[src/rtl/ps_pkg.sv]
// Shared types for the page staging buffer.
// Assumes 16-bit flash words whose erased value is all ones.
package ps_pkg;
    localparam int WORD_W = 16;
    typedef logic [WORD_W-1:0] word_t;
    localparam word_t ERASED_WORD = '1;

    // Events that empty the buffer
    typedef struct packed {
        logic pg_done;
        logic rww_reen;
        logic ee_wr;
    } clr_src_t;
endpackage

[src/rtl/ps_clear_ctl.sv]
// Merges the buffer-emptying events into one clear strobe.
// Assumes every event is a single-cycle pulse in the clk domain.
module ps_clear_ctl
    import ps_pkg::*;
(
    input  clr_src_t src_i,
    output logic     clr_o
);
    // Any one event empties the whole page
    always_comb begin
        clr_o = src_i.pg_done | src_i.rww_reen | src_i.ee_wr;
    end
endmodule

[src/rtl/ps_slot_map.sv]
// Keeps the written-slot map and decides which loads are accepted.
// A slot accepts one load per clear; a clear in the same cycle drops the load.
// Assumes WORDS is a power of two so every ld_idx value names a slot.
module ps_slot_map #(
    parameter int WORDS = 64,
    localparam int IDX_W = $clog2(WORDS)
) (
    input  logic             clk,
    input  logic             rst_n,
    input  logic             clr_i,
    input  logic             ld_en_i,
    input  logic [IDX_W-1:0] ld_idx_i,
    output logic [WORDS-1:0] wr_en_o,
    output logic [WORDS-1:0] used_o,
    output logic             dup_o
);
    logic [WORDS-1:0] used_q;
    logic             dup_q;
    logic             dup_hit;

    // Per-slot accept decode: unused slot, no clear pending
    for (genvar g = 0; g < WORDS; g++) begin : g_dec
        always_comb begin
            wr_en_o[g] = ld_en_i && !clr_i && (ld_idx_i == IDX_W'(g)) && !used_q[g];
        end
    end

    // Duplicate detection for the addressed slot
    always_comb begin
        dup_hit = ld_en_i && !clr_i && used_q[ld_idx_i];
    end

    // Occupancy map: emptied by reset or clear, grows with accepted loads
    always_ff @(posedge clk) begin
        if (!rst_n || clr_i) begin
            used_q <= '0;
        end else begin
            used_q <= used_q | wr_en_o;
        end
    end

    // Error pulse register, one cycle per rejected load
    always_ff @(posedge clk) begin
        if (!rst_n) begin
            dup_q <= 1'b0;
        end else begin
            dup_q <= dup_hit;
        end
    end

    assign used_o = used_q;
    assign dup_o  = dup_q;


    dup_pulse_chk: assert property (@(posedge clk) disable iff (!rst_n)
        (ld_en_i && !clr_i && used_q[ld_idx_i]) |=> dup_o);

    dup_cause_chk: assert property (@(posedge clk) disable iff (!rst_n)
        dup_o |-> $past(ld_en_i));

    clr_map_chk: assert property (@(posedge clk) disable iff (!rst_n)
        clr_i |=> (used_o == '0));

    clr_no_dup_chk: assert property (@(posedge clk) disable iff (!rst_n)
        clr_i |=> !dup_o);
endmodule

[src/rtl/ps_word_store.sv]
// Word storage for one page plus a registered read port.
// Slots reload to the erased value on reset or clear.
// Assumes wr_en_i is one-hot or zero; the read port sees pre-write contents.
module ps_word_store
    import ps_pkg::*;
#(
    parameter int WORDS = 64,
    localparam int IDX_W = $clog2(WORDS)
) (
    input  logic             clk,
    input  logic             rst_n,
    input  logic             clr_i,
    input  logic [WORDS-1:0] wr_en_i,
    input  word_t            wr_data_i,
    input  logic [IDX_W-1:0] rd_idx_i,
    output word_t            rd_data_o
);
    word_t slot_q [WORDS];
    word_t rd_q;

    for (genvar g = 0; g < WORDS; g++) begin : g_slot
        // Slot register: erased on reset or clear, loaded on its enable
        always_ff @(posedge clk) begin
            if (!rst_n || clr_i) begin
                slot_q[g] <= ERASED_WORD;
            end else if (wr_en_i[g]) begin
                slot_q[g] <= wr_data_i;
            end
        end


        slot_load_chk: assert property (@(posedge clk) disable iff (!rst_n)
            wr_en_i[g] |=> (slot_q[g] == $past(wr_data_i)));

        slot_hold_chk: assert property (@(posedge clk) disable iff (!rst_n)
            (!wr_en_i[g] && !clr_i) |=> $stable(slot_q[g]));

        slot_erase_chk: assert property (@(posedge clk) disable iff (!rst_n)
            clr_i |=> (slot_q[g] == ERASED_WORD));
    end

    // Read port register for the page-write sequencer
    always_ff @(posedge clk) begin
        if (!rst_n) begin
            rd_q <= ERASED_WORD;
        end else begin
            rd_q <= slot_q[rd_idx_i];
        end
    end

    assign rd_data_o = rd_q;
endmodule

[src/rtl/page_stage_buf.sv]
// Write-once staging buffer for one flash page.
// Connects clear merging, the slot map and the word store.
// Assumes all inputs are synchronous to clk and WORDS is a power of two.
module page_stage_buf
    import ps_pkg::*;
#(
    parameter int WORDS = 64,
    parameter int DATA_W = 16,
    localparam int IDX_W = $clog2(WORDS)
) (
    input  logic              clk,
    input  logic              rst_n,
    input  logic              ld_en,
    input  logic [IDX_W-1:0]  ld_idx,
    input  logic [DATA_W-1:0] ld_data,
    input  logic              pg_done,
    input  logic              rww_reen,
    input  logic              ee_wr,
    input  logic [IDX_W-1:0]  rd_idx,
    output logic [DATA_W-1:0] rd_data,
    output logic [WORDS-1:0]  used_map,
    output logic              dup_err
);
    clr_src_t         src;
    logic             clr;
    logic [WORDS-1:0] wr_en;
    word_t            rd_w;

    // Gather the clear events into the package struct
    always_comb begin
        src.pg_done  = pg_done;
        src.rww_reen = rww_reen;
        src.ee_wr    = ee_wr;
    end

    ps_clear_ctl u_clr (
        .src_i (src),
        .clr_o (clr)
    );

    ps_slot_map #(.WORDS(WORDS)) u_map (
        .clk      (clk),
        .rst_n    (rst_n),
        .clr_i    (clr),
        .ld_en_i  (ld_en),
        .ld_idx_i (ld_idx),
        .wr_en_o  (wr_en),
        .used_o   (used_map),
        .dup_o    (dup_err)
    );

    ps_word_store #(.WORDS(WORDS)) u_store (
        .clk       (clk),
        .rst_n     (rst_n),
        .clr_i     (clr),
        .wr_en_i   (wr_en),
        .wr_data_i (word_t'(ld_data)),
        .rd_idx_i  (rd_idx),
        .rd_data_o (rd_w)
    );

    assign rd_data = DATA_W'(rd_w);


    rst_state_chk: assert property (@(posedge clk)
        !rst_n |=> (used_map == '0 && !dup_err && rd_data == '1));

    ee_discard_chk: assert property (@(posedge clk) disable iff (!rst_n)
        ee_wr |=> (used_map == '0));
endmodule

[config.mk]
export PLATFORM = sky130hd
export DESIGN_NAME = page_stage_buf
export DESIGN_NICKNAME = d
export VERILOG_FILES = /design/src/rtl/ps_pkg.sv /design/src/rtl/ps_clear_ctl.sv /design/src/rtl/ps_slot_map.sv /design/src/rtl/ps_word_store.sv /design/src/rtl/page_stage_buf.sv
export SDC_FILE = /design/constraint.sdc
export NUM_CORES = 2
export LEC_CHECK = 0
export BUFFER_PORTS_ARGS = -buffer_cell sky130_fd_sc_hd__buf_2
export CORE_ASPECT_RATIO = 0.6
export CORE_MARGIN = 2
export CORE_UTILIZATION = 57
export CTS_CLUSTER_DIAMETER = 80
export DETAILED_ROUTE_END_ITERATION = 10
export PLACE_DENSITY = 0.84
export SLEW_MARGIN = 30
export SYNTH_ARGS = -nofsm -noshare
export SYNTH_HDL_FRONTEND = slang
export SYNTH_SLANG_ARGS = --single-unit
[constraint.sdc]
create_clock -name clk -period 4.2 [get_ports clk]
set_input_delay 0.84 -clock clk [delete_from_list [all_inputs] [get_ports clk]]
set_output_delay 0.84 -clock clk [all_outputs]
set_load 0.02 [all_outputs]
==> impl_results.md <==
- Measured slew at the worst slew-check pin: 1.01 ns
- Die Y: 234 um
- Ys async rst share: 0%
- Number of I/O port buffers: 114
- Max_cap viols: 0
- FILL cells: just under 6k
- Clk root buf: clkbuf_16
- DRC errors left: 0
- Critical path type: input port to register
- Kind of start point of the critical path: input port
- Routed wire length: roughly 140 mm
- Met3 wire length: 25.9 mm
- Pin count of the biggest net entering global routing: 69
- Synth Register Bits: 1,105
- Critical path, cell by cell: buf_8, buf_12, mux4_2, a22oi_1, nand2_1, o22ai_1, a21oi_1
- HPWL after DPL: between 90 and 100 mm
- WHS: 0.558 ns
- Post-place setup slack: 0.607 ns
- DIE AREA: 0.0906 sq mm
- Total CTS buffers: 98
- Clk buf depth: 3
- Register Area: 0.0324 sq mm
- Placed inst area: 0.0526 sq mm
- Crit-path max FO: 68
- RSZ-0062 raised after global routing: no
- EDFF count, synth: 1,024
- Final setup viols: 0
- Initial drt markers: 5,587
- Pwr dens: 405 mW/mm^2
- CP Capture Type: register
- DRT Pass-1 Iters: 6
- Hold Path Class: register to register
- Post-CTS Setup Bufs: 0
- Layout overhead on the synthesized area: 11.1%
- Post-layout min period: 3.04 ns
- Netlist Area Pre-Place: 0.0503 sq mm
- Final Hold Viols: 0
- Top_reg_cell synth: edfxtp_1
- Post-synth net total: about 3.4k
- Layout Nets: 3,433
- Final instance area: 0.0558 sq mm
- WL per Instance: just over 30 um
- Hold path cells: 2
- Relative slew margins: between 30% and 40%
- Tcrit/Tclk final: 72.3%
- Initial antenna violation count: 7
- CTS tree: yes
- Worst vdd ir: between 0.0003 and 0.0004 V
- Synth top area share: 61.2%
- Skew-Pair Late Insertion Delay: 0.71 ns
- Gr usage total: 32.0%
- Core Box Area: 0.0874 sq mm
- Synth cell types: 44
- Global-route wire length before repair: 207 mm
- Slowest CP cell: buf_8
- Worst Reg-to-Reg Cells: 5
- Synth cell count leaders: edfxtp_1 (1,024), or2_1 (580), or2_2 (444)
- Share of cells above drive strength 1: 36.1%
- Multi-input gate area: approximately 0.017 sq mm
- Final Wtd Congestion: 1.05
- Grt total ovfl: 0
- Fin. max-slew vios: 0
- M1 WL: approximately 53 mm
- Synth area leaders: edfxtp_1 (61%), mux4_2 (13%), or2_1 (7.2%)
- Post-CTS Resized: 0
- I/O Pins: approximately 120
- Register area share after synthesis: 64.4%
- Post-synth top area cell: edfxtp_1
- Post-DRT Antenna Nets: 0
- CP max stage delay: 0.54 ns
- Avg Cell Area, Syn: 15.0 sq um
- Fmax: 329 MHz
- Post-Syn Instances: about 3.3k
- Final setup margin: 1.16 ns
- DR vias: 30.9k
- R2R Setup Slk: 1.65 ns
- Initial Util: between 50% and 60%
- Vias per std cell: 6.64
- Die Wd: 387 um
- Routed wl met2: 59.8 mm
- Clock transition at the registers of the reported paths: 0.06 ns
- CTS Hold Bufs: 0
- Result of the run: finished clean
- Top Layer Used: met5
- YS warnings: 0
- CTS H-tree lvls: 3
- Crit path DAT: 3.55 ns
- Critical Path RT: 4.71 ns
- CTS Sinks: 1,105
- Row count: 84
- Vias in the first global route: 29.6k
- Static leakage: 15.7 nW
- Count leader, synth: edfxtp_1
- Setup Skew: 0.0228 ns
- Final setup TNS: 0 ns
## through the flow
step | power (mW) | utilization (%) | cells
6_report | 22.6 | 63.8 | 4653
5_1_grt | 23.1 | 63.8 | 4646
4_1_cts | 22.6 | 63.8 | 4645
3_5_place_dp | 13.7 | 60.2 | 4460
3_3_place_gp | 13.7 | 60.2 | 4460
2_1_floorplan | 13.2 | - | 3342
## cells in the final DEF, fill, tap and decap left out, types with 51 or more instances in the layout
cell type and count:
or2_2 444, a21oi_1 78, a22oi_1 72, mux2i_1 53
nor2_1 147, dfxtp_1 81, buf_4 143, clkbuf_16 100
buf_2 104, edfxtp_1 1024, o31ai_2 51, nand2_1 79
or2_1 580, mux4_2 283
## power by group
group | internal, mW | switching [mW] | total (mW)
combinational | 0.398 | 0.864 | 1.26
clock | 4.96 | 4.13 | 9.09
sequential | 12.2 | 0.0868 | 12.3
total | 17.5 | 5.08 | 22.6
## worst max-delay path: cells and delay by family
| kind | cells | cell delay (ns) |
|---|---|---|
| multiplexers | 1 | 0.36 |
| AO/OA/AOI/OAI | 3 | 1.17 |
| buffers and inverters | 2 | 0.91 |
| AND/OR/NAND/NOR | 1 | 0.12 |
## metal layers
layer / vias to the layer above / global-route usage (%)
li1: 12400 / -
met1: 15500 / 46.1
met2: 2673 / 44.1
met3: 296 / 14.5
met4: 4 / 8.97
met5: - / 0
## final cells by class
class / instances / share of cell area, %
multi-input cells: 1929 / 30.4
flip-flops and latches: 1105 / 58.0
repair buffers: 259 / 3.27
diodes: 8 / 0.0359
clock inverters: 29 / 0.520
clock buffers: 156 / 5.20
inverters: 6 / 0.0403
well taps: 1161 / 2.60
## flip-flops by register name, summed over array words and instances, names as in the netlist
name               count
u_store.rd_data_o     16
u_store.slot_q      1024
u_map.used_o          64
u_map.dup_o            1
## worst paths after layout
| kind | start | end |
|---|---|---|
| setup reg to reg | u_store.slot_q[7][10] | u_store.rd_data_o[10] |
| setup / recovery | rd_idx[1] | u_store.rd_data_o[0] |
| hold / removal | u_map.used_o[15] | u_map.used_o[15] |
| hold reg to reg | u_map.used_o[15] | u_map.used_o[15] |
## cell families (layout without fill, tap and decap cells)
group           after synthesis  count (layout)  share of synthesized area, %
compound gates              242             242                          3.21
buf+inv                     308             450                          2.68
flops                      1105            1105                          64.4
mux                         344             344                          13.9
other cells                   0               8                             0
simple gates               1343            1343                          15.8
Power figures use the tool's default switching activity.
